File: config.mk
export PLATFORM = sky130hd
export DESIGN_NAME = runavg_filter
export DESIGN_NICKNAME = d
export VERILOG_FILES = /design/src/rtl/runavg_pkg.sv /design/src/rtl/runavg_ctrl.sv /design/src/rtl/runavg_datapath.sv /design/src/rtl/runavg_filter.sv
export SDC_FILE = /design/constraint.sdc
export NUM_CORES = 1
export LEC_CHECK = 0
export BUFFER_PORTS_ARGS = -buffer_cell sky130_fd_sc_hd__buf_4
export CORE_ASPECT_RATIO = 1.25
export CORE_MARGIN = 3
export CORE_UTILIZATION = 50
export CTS_BUF_LIST = sky130_fd_sc_hd__clkbuf_8 sky130_fd_sc_hd__clkbuf_16
export CTS_CLUSTER_DIAMETER = 40
export CTS_CLUSTER_SIZE = 24
export DETAILED_ROUTE_END_ITERATION = 7
export PLACE_DENSITY = 0.66
export SKIP_CTS_REPAIR_TIMING = 1
export SYNTH_ARGS = -nofsm -noshare
export SYNTH_HDL_FRONTEND = slang
export SYNTH_HIERARCHICAL = 1
export SYNTH_SLANG_ARGS = --single-unit
File: constraint.sdc
create_clock -name clk -period 21.8 [get_ports clk]
set_clock_uncertainty 0.2 [all_clocks]
set_input_delay 0 -clock clk [delete_from_list [all_inputs] [get_ports clk]]
set_output_delay 0 -clock clk [all_outputs]
set_load 0.01 [all_outputs]
File: src/rtl/runavg_pkg.sv
package runavg_pkg;

  parameter int DATA_W  = 24;
  parameter int LOG_MAX = 5;

  localparam int SHIFT_W = $clog2(LOG_MAX + 1);
  localparam int DEPTH   = 1 << LOG_MAX;
  localparam int SUM_W   = DATA_W + LOG_MAX;
  localparam int CNT_W   = LOG_MAX + 1;

  // Strobes passed from the control to the datapath each cycle
  typedef struct packed {
    logic               clear;
    logic               push;
    logic               dropOld;
    logic               emit;
    logic [LOG_MAX-1:0] wrIdx;
    logic [LOG_MAX-1:0] rdIdx;
    logic [SHIFT_W-1:0] shiftAmt;
  } avgStrobe_t;

  // log2 of the window: run of ones from bit 0, at least 1
  function automatic logic [SHIFT_W-1:0] windowLog(input logic [LOG_MAX-1:0] code);
    int  k;
    logic run;
    k   = 0;
    run = 1'b1;
    for (int i = 0; i < LOG_MAX; i++) begin
      if (run && code[i]) k = k + 1;
      else                run = 1'b0;
    end
    if (k == 0) k = 1;
    return SHIFT_W'(k);
  endfunction

endpackage

File: src/rtl/runavg_ctrl.sv
module runavg_ctrl
  import runavg_pkg::*;
(
  input  logic               clk,
  input  logic               rstN,
  input  logic               sampleValid,
  input  logic [LOG_MAX-1:0] sizeCode,
  input  logic               decimate,
  output avgStrobe_t         strobe
);

  logic [LOG_MAX-1:0] curCode;
  logic [CNT_W-1:0]   fillCnt;
  logic [CNT_W-1:0]   winLen;
  logic [LOG_MAX-1:0] phaseCnt;
  logic [LOG_MAX-1:0] wrPtr;
  logic [SHIFT_W-1:0] kNow;
  logic               codeChg;
  logic               winFull;
  logic               fillsNow;
  logic               blockEnd;
  logic               pushNow;

  always_comb begin
    kNow     = windowLog(curCode);
    winLen   = CNT_W'(1) << kNow;
    codeChg  = (sizeCode != curCode);
    winFull  = (fillCnt == winLen);
    fillsNow = winFull || (fillCnt == (winLen - CNT_W'(1)));
    blockEnd = ({1'b0, phaseCnt} == (winLen - CNT_W'(1)));
    pushNow  = sampleValid && !codeChg;

    strobe.clear    = codeChg;
    strobe.push     = pushNow;
    strobe.dropOld  = pushNow && winFull;
    strobe.emit     = pushNow && fillsNow && (!decimate || blockEnd);
    strobe.wrIdx    = wrPtr;
    strobe.rdIdx    = wrPtr - winLen[LOG_MAX-1:0];
    strobe.shiftAmt = kNow;
  end

  always_ff @(posedge clk or negedge rstN) begin
    if (!rstN) begin
      curCode  <= '0;
      fillCnt  <= '0;
      phaseCnt <= '0;
      wrPtr    <= '0;
    end else if (codeChg) begin
      curCode  <= sizeCode;
      fillCnt  <= '0;
      phaseCnt <= '0;
      wrPtr    <= '0;
    end else if (sampleValid) begin
      wrPtr    <= wrPtr + 1'b1;
      if (!winFull) fillCnt <= fillCnt + 1'b1;
      phaseCnt <= blockEnd ? '0 : phaseCnt + 1'b1;
    end
  end

  AST_FILL_BOUNDED: assert property (@(posedge clk) disable iff (!rstN)
    fillCnt <= winLen);

  AST_CHANGE_CLEARS_COUNT: assert property (@(posedge clk) disable iff (!rstN)
    codeChg |=> (fillCnt == '0) && (phaseCnt == '0));

endmodule

File: src/rtl/runavg_datapath.sv
module runavg_datapath
  import runavg_pkg::*;
(
  input  logic              clk,
  input  logic              rstN,
  input  avgStrobe_t        strobe,
  input  logic [DATA_W-1:0] sampleData,
  output logic              avgValid,
  output logic [DATA_W-1:0] avgData
);

  logic [DATA_W-1:0]       hist [DEPTH];
  logic signed [SUM_W-1:0] sumReg;
  logic signed [SUM_W-1:0] sumNext;
  logic signed [SUM_W-1:0] addTerm;
  logic signed [SUM_W-1:0] subTerm;
  logic signed [SUM_W-1:0] meanNext;
  logic [DATA_W-1:0]       leaving;

  always_comb begin
    leaving  = hist[strobe.rdIdx];
    addTerm  = {{LOG_MAX{sampleData[DATA_W-1]}}, sampleData};
    subTerm  = strobe.dropOld ? {{LOG_MAX{leaving[DATA_W-1]}}, leaving} : '0;
    sumNext  = sumReg + addTerm - subTerm;
    meanNext = sumNext >>> strobe.shiftAmt;
  end

  // History needs no reset: a slot is subtracted only once it has been written
  always_ff @(posedge clk) begin
    if (strobe.push) hist[strobe.wrIdx] <= sampleData;
  end

  always_ff @(posedge clk or negedge rstN) begin
    if (!rstN) begin
      sumReg   <= '0;
      avgValid <= 1'b0;
      avgData  <= '0;
    end else begin
      if (strobe.clear)     sumReg <= '0;
      else if (strobe.push) sumReg <= sumNext;
      avgValid <= strobe.emit;
      if (strobe.emit) avgData <= meanNext[DATA_W-1:0];
    end
  end

  AST_SUM_CLEARED: assert property (@(posedge clk) disable iff (!rstN)
    $past(strobe.clear) |-> (sumReg == '0));

  AST_IDLE_SUM_STABLE: assert property (@(posedge clk) disable iff (!rstN)
    (!strobe.push && !strobe.clear) |=> $stable(sumReg));

endmodule

File: src/rtl/runavg_filter.sv
module runavg_filter
  import runavg_pkg::*;
(
  input  logic               clk,
  input  logic               rstN,
  input  logic               sampleValid,
  input  logic [DATA_W-1:0]  sampleData,
  input  logic [LOG_MAX-1:0] sizeCode,
  input  logic               decimate,
  output logic               avgValid,
  output logic [DATA_W-1:0]  avgData
);

  avgStrobe_t strobe;

  runavg_ctrl i_ctrl (
    .clk        (clk),
    .rstN       (rstN),
    .sampleValid(sampleValid),
    .sizeCode   (sizeCode),
    .decimate   (decimate),
    .strobe     (strobe)
  );

  runavg_datapath i_datapath (
    .clk       (clk),
    .rstN      (rstN),
    .strobe    (strobe),
    .sampleData(sampleData),
    .avgValid  (avgValid),
    .avgData   (avgData)
  );

  AST_VALID_NEEDS_SAMPLE: assert property (@(posedge clk) disable iff (!rstN)
    avgValid |-> $past(sampleValid));

  AST_NO_OUT_AFTER_CHANGE: assert property (@(posedge clk) disable iff (!rstN)
    (sizeCode != $past(sizeCode)) |=> !avgValid);

  AST_OUT_HELD_WHEN_IDLE: assert property (@(posedge clk) disable iff (!rstN)
    !avgValid |-> $stable(avgData));

endmodule

==> out/metrics.cfg <==
[clocking]
path_clk_slew_ns = 0.06
clk_latency_ns = 0.66
cts_buffers = 95
cts_tree = yes
cts-root-to-sink-buffers = 3
htree_levels = 3
clock_sinks = 843
cts-root-buf = clkbuf_16

[placement]
place_hpwl_um = 49600
place.gp.congestion = 0.874
place_inst = 2962
dp_slack_ns = 10.65
portBuffers = 57

[synthesis]
avgSynthCellArea_um2 = 18.3
synthArstFlopShare = 0.0890
synth-seq-cells = 843
synthCells = 2016
synth_ff_type = edfxtp_1
synth_top_area_share = 0.627
synth_area_leader_cell = edfxtp_1
synth_warnings = 6
synth-edff-count = 768
synth.cell_area_um2 = 36800
synth.most_common_cell = edfxtp_1
seq_area_frac_synth = 0.678
yosys-top-cells-count = edfxtp_1 (768), mux4_2 (256), inv_1 (132), nor2_1 (108), dfrtp_1 (75)
synth_cell_types = 89
synth_top_cells_by_area = edfxtp_1 (63%), mux4_2 (16%), dfrtp_1 (5.1%)
syn_nets = 2119

[pwr]
p_int_w = 0.00283
p_seq_frac = 0.477
switching_share = 0.238
leakage_nw = 14.3
clkPwrFrac = 0.444
power_frac_comb = 0.079
power_w = 0.00371
p_sw_w = 0.000882
irDropWorstVdd_v = 0.0000591
p_per_area_nw_per_um2 = 87.6

[timing]
period_minus_slack_ns = 11.24
fin_tns_setup_ns = 0
max_freq_ghz = 0.0890
fin_ws_ns = 10.56
rsz0062_at_grt = false
setup_viol = 0
worst_pin_slew_ns = 1.01
final-max-slew-violation-count = 0
fin_crit_sh = 0.516
hold_viol = 0
slew_headroom = 0.329

[floorplan]
die-height_um = 309
io_pins = 58
fp.dieW_um = 249
rows = 110
fp.coreArea_um2 = 72500
dieArea_um2 = 76900
start_util = 0.507

[hold_path]
min_path_type = in2reg
hold_depth = 2

[grt]
grtUsageTotal = 0.233
grt_max_degree = 88
grt_pass1_vias = 19948
gr-total-overflow = 0
grt_pass1_wl_um = 132000
antenna_found_initial = 1

[detailed_routing]
first_pass_iters = 6
drtIter0Drc = 1826
vias = 19349
via_per_inst = 6.08
detail_route.wl_per_cell_um = 27.8
antenna_left = 0
routed_wl_um = 88600
route.detailed.drc = 0

[worst_setup_path]
cp-start-kind = flop
crit_fanout = 87
worstRegToRegCells = 32
end_kind = flop
arrival_ns = 11.58
crit_path_frequent_cell = ha_1
crit_type = reg2reg
crit_required_ns = 22.14
critPathSlowestCell = buf_4
slowest_delay_ns = 0.79

[final_layout]
fin_cells = 3181
nets = 2249
areaGrowthSynthToFinish_pct = 15.1
final_util = 0.584
drive_above_1_share = 0.274

[job]
cap_violations = 0

[outcome]
status = finished, final reports clean

==> metrics by stage <==
stage	area, um^2	hold slack [ns]
global placement	38600	-0.0750
floorplan	36800	-0.496
global route	42400	0.102
CTS	42000	-0.763
finish	42400	0.0988
detailed placement	38600	-0.0737
==> kinds of logic after synthesis <==
group / after synthesis / share of synthesized area
adders and majority gates: 70 / 0.0297
AOI/OAI and AO/OA: 175 / 0.0349
xor gates and xnor gates: 48 / 0.0122
buffers and inverters: 244 / 0.0257
and+or+nand+nor: 295 / 0.0395
muxes: 341 / 0.180
DFF: 843 / 0.678
==> power by group through the flow <==
stage / registers, W / clock network [W] / logic (W)
global placement: 0.00181 / 0 / 0.000285
finish: 0.00177 / 0.00165 / 0.000294
global route: 0.00177 / 0.00175 / 0.000318
floorplan: 0.00181 / 0 / 0.000189
detailed placement: 0.00181 / 0 / 0.000288
CTS: 0.00177 / 0.00168 / 0.000289
==> final timing paths <==
kind,startpoint,to,slack [ns]
min in group asynchronous,rstN,i_datapath/avgData[18],0.14
max in group asynchronous,rstN,i_datapath/sumReg[5],20.62
hold / removal,sampleData[13],i_datapath/hist[6][13],0.1
setup reg to reg,i_ctrl/curCode[0],i_datapath/avgData[18],10.56
setup / recovery,i_ctrl/curCode[0],i_datapath/avgData[18],10.56
hold reg to reg,i_datapath/avgData[5],i_datapath/avgData[5],0.28
==> sequential cells by signal, indices dropped and copies added (netlist names) <==
name	count
i_datapath/avgData	24
i_ctrl/curCode	5
i_ctrl/wrPtr	5
i_datapath/avgValid	1
i_ctrl/phaseCnt	5
i_datapath/hist	768
i_ctrl/fillCnt	6
i_datapath/sumReg	29
==> cell usage in the layout (no fill, tap or decap), types with 38 or more instances in the layout <==
cell and instances:
clkbuf_16 95, dlygate4sd3_1 38, nand2_1 53, mux4_2 256
a21oi_1 43, dfrtp_1 75, inv_1 135, ha_1 41
mux2i_1 72, edfxtp_1 768, buf_4 104, nor2_1 76
==> worst max-delay path: cells and delay by family, from the launching register on <==
kind / cells / cell delay [ns]
simple gates: 6 / 1.29
mux: 6 / 2.04
buf+inv: 6 / 2.44
fa+ha+maj: 6 / 2.28
compound gates: 8 / 2.21
flops: 1 / 0.47
==> cell type report <==
type	count	area (um^2)
clock buffer	95	2380
multi-input combinational	929	11200
tap	952	1190
antenna	1	2.50
sequential	843	24900
fill	5323	30200
inverter	134	518
timing repair buffer	143	1190
clock inverter	84	942
==> metal layers <==
layer / share of wire / track usage
met4: 0.027 / 0.0686
met2: 0.53 / 0.412
met1: 0.38 / 0.303
met5: 0 / 0
met3: 0.062 / 0.0366
No activity file was read; power rests on OpenSTA's default activity.
